--- config.mk ---
export PLATFORM = sky130hd
export DESIGN_NAME = dsp_frame_link
export DESIGN_NICKNAME = d
export VERILOG_FILES = /design/src/rtl/dsp_frame_link.sv
export SDC_FILE = /design/constraint.sdc
export NUM_CORES = 1
export LEC_CHECK = 0
export BUFFER_PORTS_ARGS = -buffer_cell sky130_fd_sc_hd__buf_2
export CAP_MARGIN = 25
export CORE_MARGIN = 3
export CORE_UTILIZATION = 57
export DETAILED_ROUTE_END_ITERATION = 6
export GPL_ROUTABILITY_DRIVEN = 0
export GPL_TIMING_DRIVEN = 0
export MAX_ROUTING_LAYER = met4
export PLACE_DENSITY_LB_ADDON = 0.08
export SLEW_MARGIN = 40
export SYNTH_ARGS = -nofsm -noshare
export SYNTH_HDL_FRONTEND = slang
export SYNTH_SLANG_ARGS = --single-unit
--- constraint.sdc ---
create_clock -name clk -period 2.06 [get_ports clk]
set_input_delay 0.412 -clock clk [delete_from_list [all_inputs] [get_ports clk]]
set_output_delay 0.412 -clock clk [all_outputs]
set_load 0.01 [all_outputs]
--- src/rtl/dsp_frame_link.sv ---
module dsp_frame_link #(
  parameter int WORD_W   = 16,
  parameter int TX_SLOTS = 52,
  parameter int RX_SLOTS = 84
) (
  input  logic              clk,
  input  logic              rst_n,
  input  logic              link_en,
  input  logic              frame_go,
  input  logic [WORD_W-1:0] tx_data,
  input  logic              tx_valid,
  output logic              tx_ready,
  output logic              tx_fs,
  output logic              tx_sd,
  input  logic              rx_fs,
  input  logic              rx_sd,
  output logic [WORD_W-1:0] rx_data,
  output logic              rx_valid,
  output logic              rx_last,
  output logic              irq,
  output logic              tx_underrun,
  output logic              rx_err
);
  localparam int BIT_W = $clog2(WORD_W);
  localparam int TXS_W = $clog2(TX_SLOTS);
  localparam int RXS_W = $clog2(RX_SLOTS);

  // transmit side
  logic              tfs_q, tx_run, irq_q, undr_q;
  logic [BIT_W-1:0]  tx_bit;
  logic [TXS_W-1:0]  tx_slot;
  logic [WORD_W-1:0] tx_sh;

  wire go_ok       = link_en && frame_go && !irq_q;
  wire tx_busy     = tfs_q || tx_run;
  wire tx_word_end = tx_run && (tx_bit == BIT_W'(WORD_W-1));
  wire tx_frm_end  = tx_word_end && (tx_slot == TXS_W'(TX_SLOTS-1));

  assign tx_ready    = link_en && (tfs_q || (tx_word_end && !tx_frm_end));
  assign tx_fs       = tfs_q;
  assign tx_sd       = tx_run && tx_sh[WORD_W-1];
  assign irq         = irq_q;
  assign tx_underrun = undr_q;

  always_ff @(posedge clk) begin
    if (!rst_n) begin
      tfs_q   <= 1'b0;
      tx_run  <= 1'b0;
      tx_bit  <= '0;
      tx_slot <= '0;
      tx_sh   <= '0;
    end else if (!link_en) begin
      tfs_q  <= 1'b0;
      tx_run <= 1'b0;
    end else begin
      tfs_q <= go_ok;
      if (tx_ready) begin
        tx_sh   <= tx_valid ? tx_data : '0;
        tx_bit  <= '0;
        tx_run  <= 1'b1;
        tx_slot <= tfs_q ? '0 : tx_slot + TXS_W'(1);
      end else if (tx_run) begin
        tx_sh  <= tx_sh << 1;
        tx_bit <= tx_bit + BIT_W'(1);
        if (tx_frm_end) tx_run <= 1'b0;
      end
    end
  end

  always_ff @(posedge clk) begin
    if (!rst_n)                    undr_q <= 1'b0;
    else if (go_ok)                undr_q <= 1'b0;
    else if (tx_ready && !tx_valid) undr_q <= 1'b1;
  end

  // receive side
  logic              fs_q, rx_run, rxv_q, rxl_q, err_q;
  logic [BIT_W-1:0]  rx_bit;
  logic [RXS_W-1:0]  rx_slot;
  logic [WORD_W-2:0] rx_sh;
  logic [WORD_W-1:0] rxd_q;

  wire fs_rise     = link_en && rx_fs && !fs_q;
  wire rx_word_end = rx_run && (rx_bit == BIT_W'(WORD_W-1));
  wire rx_frm_end  = rx_word_end && (rx_slot == RXS_W'(RX_SLOTS-1));

  assign rx_data  = rxd_q;
  assign rx_valid = rxv_q;
  assign rx_last  = rxl_q;
  assign rx_err   = err_q;

  always_ff @(posedge clk) begin
    if (!rst_n) fs_q <= 1'b1;
    else        fs_q <= rx_fs;
  end

  always_ff @(posedge clk) begin
    if (!rst_n) begin
      rx_run  <= 1'b0;
      rx_bit  <= '0;
      rx_slot <= '0;
      rx_sh   <= '0;
      rxd_q   <= '0;
      rxv_q   <= 1'b0;
      rxl_q   <= 1'b0;
      err_q   <= 1'b0;
    end else begin
      rxv_q <= 1'b0;
      rxl_q <= 1'b0;
      if (!link_en) begin
        rx_run <= 1'b0;
        err_q  <= 1'b0;
      end else begin
        if (rx_word_end && (!fs_rise || rx_frm_end)) begin
          rxd_q   <= {rx_sh, rx_sd};
          rxv_q   <= 1'b1;
          rxl_q   <= rx_frm_end;
          rx_bit  <= '0;
          rx_slot <= rx_slot + RXS_W'(1);
          if (rx_frm_end) rx_run <= 1'b0;
        end else if (rx_run) begin
          rx_sh  <= {rx_sh[WORD_W-3:0], rx_sd};
          rx_bit <= rx_bit + BIT_W'(1);
        end
        if (fs_rise) begin
          rx_run  <= 1'b1;
          rx_bit  <= '0;
          rx_slot <= '0;
          if (rx_run && !rx_frm_end) err_q <= 1'b1;
        end
      end
    end
  end

  // exchange interrupt
  always_ff @(posedge clk) begin
    if (!rst_n)        irq_q <= 1'b0;
    else if (!link_en) irq_q <= 1'b0;
    else if (go_ok)    irq_q <= 1'b1;
    else if (irq_q && !tx_busy && rx_frm_end) irq_q <= 1'b0;
  end


  tfs_pulse_chk: assert property (@(posedge clk) disable iff (!rst_n)
    tx_fs |=> !tx_fs);

  irq_covers_tx_chk: assert property (@(posedge clk) disable iff (!rst_n)
    (tx_fs || tx_sd) |-> irq);

  disabled_quiet_chk: assert property (@(posedge clk) disable iff (!rst_n)
    !link_en |=> (!tx_fs && !tx_sd && !irq && !rx_valid && !rx_err));

  rx_strobe_gap_chk: assert property (@(posedge clk) disable iff (!rst_n)
    rx_valid |=> !rx_valid);

  last_with_valid_chk: assert property (@(posedge clk) disable iff (!rst_n)
    rx_last |-> rx_valid);

  underrun_sticky_chk: assert property (@(posedge clk) disable iff (!rst_n)
    (tx_underrun && !frame_go) |=> tx_underrun);

  rx_err_sticky_chk: assert property (@(posedge clk) disable iff (!rst_n)
    (rx_err && link_en) |=> rx_err);
endmodule

==> reports/qor.yml, run 1 <==
synth-edff-count: 0
drt_wl_total_um: 6880
synth_flop_cell: "dfxtp_1"
final.setup.tns_ns: 0
drive_above_1_share: 0.263
initial_utilization: 0.598
synth.top_cell.area_share: 0.460
hold_buffers: 0
n_antenna_cell: 0
critPathCaptureType: "output port"
fp.dieArea_um2: 6840
numCtsBuffers: 9
setup_violations: 0
clk_latency_ns: 0.35
min_period_ns: 1.99
synth_warnings: 0
die_w_um: 82.7
critPathArrivalTime_ns: 1.58
synthTopCellsByCount: "77 x dfxtp_1, 64 x nand2_1, 32 x mux2i_1, 19 x nor2_1, 18 x o21ai_0"
finalClockSkew_ns: 0.00916
avgSynthCellArea_um2: 9.64
final_max_slew_viol_count: 0
grt_pass1_wl_um: 11100
finalCritPeriodShare: 0.967
yosysTopAreaCell: "dfxtp_1"
required_ns: 1.65
vias_per_cell: 5.52
rsz0062_at_grt: "false"
cpPeakStageDelay_ns: 0.38
cts_root_buf: "clkbuf_8"
clockBufferDepth: 2
hold_viol_final: 0
worstPathCellList: "ha_4 -> a41o_4 -> o311a_4 -> buf_2"
route.detailed.drc: 0
core-area_um2: 5610
slew_headroom: 0.669
cp_max_fo: 9
grt_pass1_vias: 2361
synth_area_leaders: "dfxtp_1 46%, mux2i_1 9.5%, nand2_1 7.2%, a221oi_2 4.0%, o21ai_0 2.7%"
rows: 27
fin_hold_ws_ns: 0.313
fillers: 438
maxCapViolations: 0
dieHeight_um: 82.7
grt_usage: 0.220
path_clk_slew_ns: 0.08
areaGrowthSynthToFinish_pct: 19.1
pwr_density_cell_nw_per_um2: 746
synthCells: 348
synthMuxAreaShare: 0.0955
place_hpwl_um: 4660
max-vdd-ir-drop_uv: 575
clock_sinks: 77
synth-compound-area-share: 0.142
status: "finished clean"
start_kind: "register"
yosysMostFrequentCell: "dfxtp_1"
drt_iter0_drc: 144
worst_slack_ns: 0.0677
worstSetupPathType: "register to output port"
final_core_util: 0.712
netlist_area_um2: 3350
cp_slowest_cell: "dfxtp_2"
synthAdderAreaFrac: 0.0149
wl_per_cell_um: 14.1
hp-class: "primary input to register"
fmax_mhz: 502
syn_nets: 375
ant_nets: 0
async_flop_share: 0
synth_cell_type_count: 56
htreeDepth: 3
ys_seq_area_frac: 0.460
synth_top_family_by_area: "simple AND/OR/NAND/NOR gates"
vias: 2690
synth_seq_cells: 77
ioPinCount: 47
first_pass_iters: 5
nNetsFinal: 437
p_leak_nw: 1.70
post-place-ws_ns: 0.157
portBuffers: 45
grt_max_degree: 15
cp.buffers_inverters: 1
tightest_slew_ns: 0.496
crit_family: "compound AO/OA/AOI/OAI gates"
grt_remaining_overflow: 0
grt_antenna_before_repair: 0
synth_xor_area_frac: 0.0261
yosys.area_share.simple: 0.194
cts_tree: "built"
## power breakdown
group | internal (mW) | total, mW | leakage [nW] | switching (mW)
Sequential | 1.51 | 1.52 | 0.624 | 0.0133
Combinational | 0.0624 | 0.155 | 0.967 | 0.0928
Clock | 0.726 | 1.31 | 0.113 | 0.581
Total | 2.29 | 2.98 | 1.70 | 0.688
## cell usage in the layout (no fill, tap or decap), drive strengths merged, types with 2 or more instances in the layout
master,Yosys,routed
dfxtp,77,77
nand2,64,64
buf,11,62
mux2i,32,32
nor2,20,20
o21ai,19,19
clkbuf,9,19
inv,15,17
a221oi,13,13
nand3,10,10
nand4,10,10
a21oi,8,8
xor2,7,7
and2,5,5
a31oi,4,4
ha,4,4
xnor2,3,3
or4,2,2
and3,2,2
nor2b,2,2
nand2b,2,2
or3,2,2
nor3,2,2
a31o,2,2
bufinv,0,2
and4,2,2
o31ai,2,2
nor4b,2,2
## registers in the layout, indices dropped and copies added, names as in the netlist, 4 cells and up
signal / flops
tx_slot: 6
rx_sh: 15
tx_bit: 4
rx_data: 16
rx_bit: 4
tx_sh: 16
rx_slot: 7
## stage by stage
stage | instances | instance area (µm²) | total power, mW
after detailed placement | 465 | 3670 | 1.70
after global routing | 487 | 4000 | 3.09
after floorplan | 348 | 3350 | 1.65
final | 487 | 4000 | 2.98
after CTS | 480 | 3940 | 3.00
after global placement | 465 | 3670 | 1.70
## cell type report
class,instances,area [µm²],area share
sequential,77,1550,0.388
clock buffer,10,138,0.0345
tap,72,90.1,0.0225
multi-input combinational,235,1630,0.409
inverter,15,56.3,0.0141
clock inverter,6,93.8,0.0235
timing repair buffer,52,278,0.0695
buffer,20,158,0.0395
## worst paths after layout
| path | slack [ns] | to | start | depth (start not counted) |
|---|---|---|---|---|
| min reg2reg | 0.46 | rx_data[12]$_SDFFE_PN0P_ | rx_data[12]$_SDFFE_PN0P_ | 2 |
| min | 0.31 | tx_sh[3]$_SDFFE_PN0P_ | tx_data[3] | 3 |
| max | 0.07 | tx_ready | tx_bit[0]$_SDFFE_PN0P_ | 4 |
| max reg2reg | 0.28 | rx_data[8]$_SDFFE_PN0P_ | rx_bit[0]$_SDFFE_PN0P_ | 6 |
## kinds of logic (layout without fill, tap and decap cells)
group	after synthesis	count (layout)
xor gates and xnor gates	10	10
AOI/OAI and AO/OA	59	59
buffers and inverters	36	103
DFF	77	77
and+or+nand+nor	130	130
muxes	32	32
adders and majority gates	4	4
## tightest hold or removal path: cells and delay by family
| family | cells | cell delay (ns) |
|---|---|---|
| buffers and inverters | 1 | 0.09 |
| AND/OR/NAND/NOR | 1 | 0.05 |
| AO/OA/AOI/OAI | 1 | 0.06 |
## metal layers
| metal | up-vias | part of all wire | global-route usage |
|---|---|---|---|
| li1 | 1353 | - | - |
| met1 | 1247 | 0.48 | 0.293 |
| met2 | 81 | 0.45 | 0.321 |
| met3 | 9 | 0.054 | 0.0564 |
| met4 | 0 | 0.015 | 0.0866 |
| met5 | - | 0 | - |
## repair_timing
item	4_1_cts	5_1_grt
setup endpoints to repair	1	1
setup buffers	0	7
gates resized for setup	11	0
pin swaps	1	1
No activity file was read; power rests on OpenSTA's default activity.
==> inputs of run 2 (changes only) <==
--- a/config.mk
+++ b/config.mk
@@ -7,8 +7,9 @@
 export LEC_CHECK = 0
 export BUFFER_PORTS_ARGS = -buffer_cell sky130_fd_sc_hd__buf_2
 export CAP_MARGIN = 25
+export CORE_ASPECT_RATIO = 1.25
 export CORE_MARGIN = 3
-export CORE_UTILIZATION = 57
+export CORE_UTILIZATION = 51
 export DETAILED_ROUTE_END_ITERATION = 6
 export GPL_ROUTABILITY_DRIVEN = 0
 export GPL_TIMING_DRIVEN = 0
==> constraint.sdc (replaced) <==
create_clock -name clk -period 1.8 [get_ports clk]
set_input_delay 0.36 -clock clk [delete_from_list [all_inputs] [get_ports clk]]
set_output_delay 0.36 -clock clk [all_outputs]
set_load 0.01 [all_outputs]
==> run 2 against run 1 <==
The run now ends with negative setup slack left. Die area rose by 11%. Combinational power rose by 21%. Register-to-register slack got worse by 0.25 ns. Worst hold slack got worse by 0.061 ns. Setup slack got worse by 0.16 ns. Power rose by 12%. Routed wire length rose by 5.2%. Largest cell class unchanged.
==> reports/qor.yml, run 2 (synthesis results as in run 1) <==
htreeDepth: 3  # unchanged
dp_cells: 478  # was 465
cpPeakStageDelay_ns: 0.37  # was 0.38 ns
layout_commonest_cell: "dfxtp_1"  # unchanged
failed_checks: "negative setup slack"
cp.buffers_inverters: 2  # was 1
slew_headroom: 0.685  # was 0.669
final_max_slew_viol_count: 0  # unchanged
ioPinCount: 47  # unchanged
nNetsFinal: 446  # was 437
vias_per_cell: 5.30  # was 5.52
grt_max_degree: 15  # unchanged
n_antenna_cell: 0  # unchanged
grt_pass1_wl_um: 12200  # was 11,100 µm
numCtsBuffers: 9  # unchanged
worstPathCellList: "ha_4 -> a41o_4 -> o311a_4 -> buf_8 -> buf_6"  # was ha_4 -> a41o_4 -> o311a_4 -> buf_2
clock_sinks: 77  # unchanged
p_leak_nw: 1.76  # was 1.70 nW
clk_latency_ns: 0.34  # was 0.35 ns
path_clk_slew_ns: 0.08  # about the same
wl_per_cell_um: 14.2  # was 14.1 µm
power_mw: 3.35  # was 2.98 mW
core-area_um2: 6290  # was 5610 µm²
crit_family: "compound AO/OA/AOI/OAI gates"  # unchanged
fp.dieArea_um2: 7590  # was 6840 µm²
cts_tree: "built"  # unchanged
hold_buffers: 0  # unchanged
instances_no_fill: 509  # was 487
clockBufferDepth: 2  # unchanged
start_kind: "register"  # unchanged
rsz0062_at_grt: "true"  # was false
dieHeight_um: 96.7  # was 82.7 µm
maxCapViolations: 0  # unchanged
place_hpwl_um: 4880  # was 4660 µm
final.setup.tns_ns: -0.0907  # was 0 ns
first_pass_iters: 4  # was 5
portBuffers: 45  # unchanged
multi_input_area_um2: 1640  # was 1630 µm²
worstSetupPathType: "register to output port"  # unchanged
hp-class: "primary input to register"  # unchanged
hold_viol_final: 0  # unchanged
die_w_um: 78.5  # was 82.7 µm
worst_slack_ns: -0.0907  # was 0.0677 ns
critPathArrivalTime_ns: 1.53  # was 1.58 ns
mostFrequentLayoutCells: "72 x dfxtp_1, 64 x nand2_1, 46 x buf_2"  # was 73 x dfxtp_1, 64 x nand2_1, 47 x buf_2
critPathCaptureType: "output port"  # unchanged
cp_max_fo: 5  # was 9
drt_wl_total_um: 7230  # was 6880 µm
pwr_density_cell_nw_per_um2: 814  # was 746 nW/µm²
status: "finished with violations"  # was finished clean
fin_hold_ws_ns: 0.253  # was 0.313 ns
finalClockSkew_ns: 0.0114  # was 0.00916 ns
drive_above_1_share: 0.281  # was 0.263
tightest_slew_ns: 0.473  # was 0.496 ns
ant_nets: 0  # unchanged
register_area_um2: 1560  # was 1550 µm²
final_core_util: 0.655  # was 0.712
route.detailed.drc: 0  # unchanged
vias: 2697  # was 2,690
areaGrowthSynthToFinish_pct: 22.8  # was 19.1%
drt_iter0_drc: 110  # was 144
min_period_ns: 1.89
setup_violations: 1  # was 0
cp_slowest_cell: "dfxtp_4"  # was dfxtp_2
fillers: 533  # was 438
required_ns: 1.44  # was 1.65 ns
grt_pass1_vias: 2623  # was 2,361
fmax_mhz: 529
rows: 32  # was 27
finalCritPeriodShare: 1.05
grt_remaining_overflow: 0  # unchanged
grt_antenna_before_repair: 0  # unchanged
initial_utilization: 0.534  # was 0.598
max-vdd-ir-drop_uv: 519  # was 575 µV
grt_usage: 0.205  # was 0.220
cts_root_buf: "clkbuf_8"  # unchanged
==> run 2: layout make-up <==
class                      count  share of cell area
sequential                    77               0.378
multi-input combinational    235               0.399
buffer                        21              0.0419
tap                           85              0.0258
inverter                      15              0.0137
clock inverter                 7              0.0240
clock buffer                   9              0.0301
timing repair buffer          60              0.0878
==> run 2: layer usage <==
layer	GRT usage	up-vias	share of wire
li1	-	1372	-
met1	0.259	1260	0.46
met2	0.319	52	0.48
met3	0.0475	13	0.041
met4	0.0740	0	0.016
met5	-	-	0
==> run 2: repair_timing <==
item / CTS / global route
endpoints found under the setup margin: 7 / 19
buffers inserted: 6 / 8
pin swaps: 4 / 12
gates resized for setup: 14 / 3
cloned: 0 / 1
==> run 2: report_power, final <==
group / switching, mW / total [mW] / internal, mW / leakage, nW
sequential: 0.0148 / 1.74 / 1.72 / 0.625
clock: 0.643 / 1.43 / 0.787 / 0.110
combinational: 0.110 / 0.187 / 0.0766 / 1.02
==> run 2: worst paths after layout <==
path / startpoint / slack (ns) / cells after the start / to
max: tx_bit[0]$_SDFFE_PN0P_ / -0.09 / 5 / tx_ready
min: rx_fs / 0.25 / 2 / fs_q$_SDFF_PN1_
max reg2reg: tx_bit[0]$_SDFFE_PN0P_ / 0.03 / 8 / tx_bit[1]$_SDFFE_PN0P_
min reg2reg: rx_data[9]$_SDFFE_PN0P_ / 0.46 / 2 / rx_data[9]$_SDFFE_PN0P_
==> run 2: per-stage QoR <==
stage	setup slack [ns]	area, µm²
CTS	-0.143	4020
global route	-0.148	4120
finish	-0.0907	4120
global placement	-0.0390	3690
detailed placement	-0.0556	3690
floorplan	0.137	3350
==> inputs of run 3 (changes only) <==
--- a/config.mk
+++ b/config.mk
@@ -9,7 +9,7 @@
 export CAP_MARGIN = 25
 export CORE_ASPECT_RATIO = 1.25
 export CORE_MARGIN = 3
-export CORE_UTILIZATION = 51
+export CORE_UTILIZATION = 45
 export DETAILED_ROUTE_END_ITERATION = 6
 export GPL_ROUTABILITY_DRIVEN = 0
 export GPL_TIMING_DRIVEN = 0
==> run 3 against run 2 <==
The flow still finishes with violations (negative setup slack). Non-clock buffer count shrank 1. First-iteration DRC count shrank 9.1%. Sequential power is essentially flat. Routed wire length grew 4.3%. Die area grew 12%. Via count grew 1.3%. Clock power grew 7%. Utilization shrank 7.6 points. Sequential cell count is the same. Largest power group unchanged.
==> reports/qor.yml, run 3 (synthesis results as in run 1) <==
cts_root_buf: "clkbuf_8"  # unchanged
ioPinCount: 47  # unchanged
rsz0062_at_grt: "true"  # unchanged
critPathCaptureType: "output port"  # unchanged
route.detailed.drc: 0  # unchanged
final_area_um2: 4110  # was 4120 µm²
htreeDepth: 3  # unchanged
die_w_um: 83.2  # was 78.5 µm
start_kind: "register"  # unchanged
slew_headroom: 0.669  # was 0.685
min_period_ns: 1.83  # was 1.89 ns
cpPeakStageDelay_ns: 0.38  # was 0.37 ns
grt_remaining_overflow: 0  # unchanged
fp.dieArea_um2: 8530  # was 7590 µm²
cts_tree: "built"  # unchanged
numCtsBuffers: 9  # unchanged
register_area_um2: 1560  # unchanged
vias: 2733  # was 2,697
failed_checks: "negative setup slack"  # unchanged
p_leak_nw: 1.75  # was 1.76 nW
worstSetupPathType: "register to output port"  # unchanged
post_dp_cell_area_um2: 3690  # about the same
worstPathCellList: "ha_4 -> a41o_4 -> o311a_4 -> buf_6"  # was ha_4 -> a41o_4 -> o311a_4 -> buf_8 -> buf_6
finalClockSkew_ns: 0.00694  # was 0.0114 ns
dieHeight_um: 103  # was 96.7 µm
clock_sinks: 77  # unchanged
first_pass_iters: 4  # unchanged
finalCritPeriodShare: 1.01  # was 1.05
cp.buffers_inverters: 1  # was 2
vias_per_cell: 5.33  # was 5.30
mostFrequentLayoutCells: "72 x dfxtp_1, 64 x nand2_1, 46 x buf_2"  # unchanged
n_antenna_cell: 0  # unchanged
clockBufferDepth: 2  # unchanged
hold_viol_final: 0  # unchanged
worst_slack_ns: -0.0270  # was -0.0907 ns
cp_slowest_cell: "dfxtp_4"  # unchanged
nNetsFinal: 445  # was 446
final_core_util: 0.579  # was 0.655
ant_nets: 0  # unchanged
core-area_um2: 7100  # was 6290 µm²
clk_latency_ns: 0.36  # was 0.34 ns
ff2ff_path_depth: 8  # unchanged
fillers: 639  # was 533
multi_input_area_um2: 1650  # was 1640 µm²
cp.depth: 4  # was 5
final_max_slew_viol_count: 0  # unchanged
portBuffers: 45  # unchanged
grt_pass1_wl_um: 12600  # was 12,200 µm
layout_commonest_cell: "dfxtp_1"  # unchanged
drt_iter0_drc: 100  # was 110
drt_wl_total_um: 7550  # was 7230 µm
final.setup.tns_ns: -0.0294  # was -0.0907 ns
status: "finished with violations"  # unchanged
place_hpwl_um: 5020  # was 4880 µm
instances_no_fill: 513  # was 509
grt_pass1_vias: 2600  # was 2,623
required_ns: 1.44  # about the same
holdPathStages: 2  # unchanged
hp-class: "primary input to register"  # unchanged
grt_max_degree: 16  # was 15
tightest_slew_ns: 0.496  # was 0.473 ns
fmax_mhz: 547  # was 529 MHz
pwr_density_cell_nw_per_um2: 838  # was 814 nW/µm²
grt_usage: 0.189  # was 0.205
fin_hold_ws_ns: 0.236  # was 0.253 ns
maxCapViolations: 0  # unchanged
grt_antenna_before_repair: 0  # unchanged
critPathArrivalTime_ns: 1.47  # was 1.53 ns
rows: 34  # was 32
dp_cells: 483  # was 478
cp_max_fo: 4  # was 5
path_clk_slew_ns: 0.09  # was 0.08 ns
initial_utilization: 0.472  # was 0.534
setup_violations: 2  # was 1
crit_family: "compound AO/OA/AOI/OAI gates"  # unchanged
areaGrowthSynthToFinish_pct: 22.6  # was 22.8%
drive_above_1_share: 0.281  # about the same
wl_per_cell_um: 14.7  # was 14.2 µm
hold_buffers: 0  # unchanged
max-vdd-ir-drop_uv: 481  # was 519 µV
run 3: area by class of cell:
cell class	instances	area share
multi-input cells	235	0.400
clock buffers	9	0.0301
well taps	90	0.0274
plain buffers	19	0.0356
flip-flops and latches	77	0.378
clock inverters	7	0.0252
inverters	15	0.0137
repair buffers	61	0.0897
run 3: per-stage QoR:
step           setup WS, ns  total power, mW
2_1_floorplan         0.137             1.88
3_3_place_gp        -0.0433             1.95
3_5_place_dp        -0.0589             1.95
4_1_cts              -0.174             3.47
5_1_grt             -0.0766             3.56
6_report            -0.0270             3.45
run 3: final timing paths:
check / from / slack, ns / endpoint
worst max-delay path: tx_bit[1]$_SDFFE_PN0P_ / -0.03 / tx_ready
worst min-delay path: rx_fs / 0.24 / fs_q$_SDFF_PN1_
worst max register to register: tx_slot[0]$_SDFFE_PN0P_ / 0 / tx_sh[11]$_SDFFE_PN0P_
worst min register to register: tx_sh[5]$_SDFFE_PN0P_ / 0.46 / tx_sh[6]$_SDFFE_PN0P_
run 3: metal layers:
layer / vias to the layer above / track usage / routed length, µm
li1: 1361 / - / -
met3: 10 / 0.0360 / 212
met4: 0 / 0.0805 / 97
met2: 47 / 0.314 / 3750
met5: - / - / 0
met1: 1315 / 0.227 / 3480
run 3: report_power, final:
part,total (mW),leakage (nW),switching (mW),internal (mW)
Sequential,1.73,0.625,0.0143,1.72
Clock,1.53,0.116,0.723,0.806
Combinational,0.183,1.01,0.108,0.0744
Total,3.45,1.75,0.845,2.60
run 3: what timing repair did:
item,in CTS,in global routing
setup endpoints to repair,11,20
pin swaps,4,5
gates cloned,0,1
resized for setup,15,3
buffers inserted,7,8
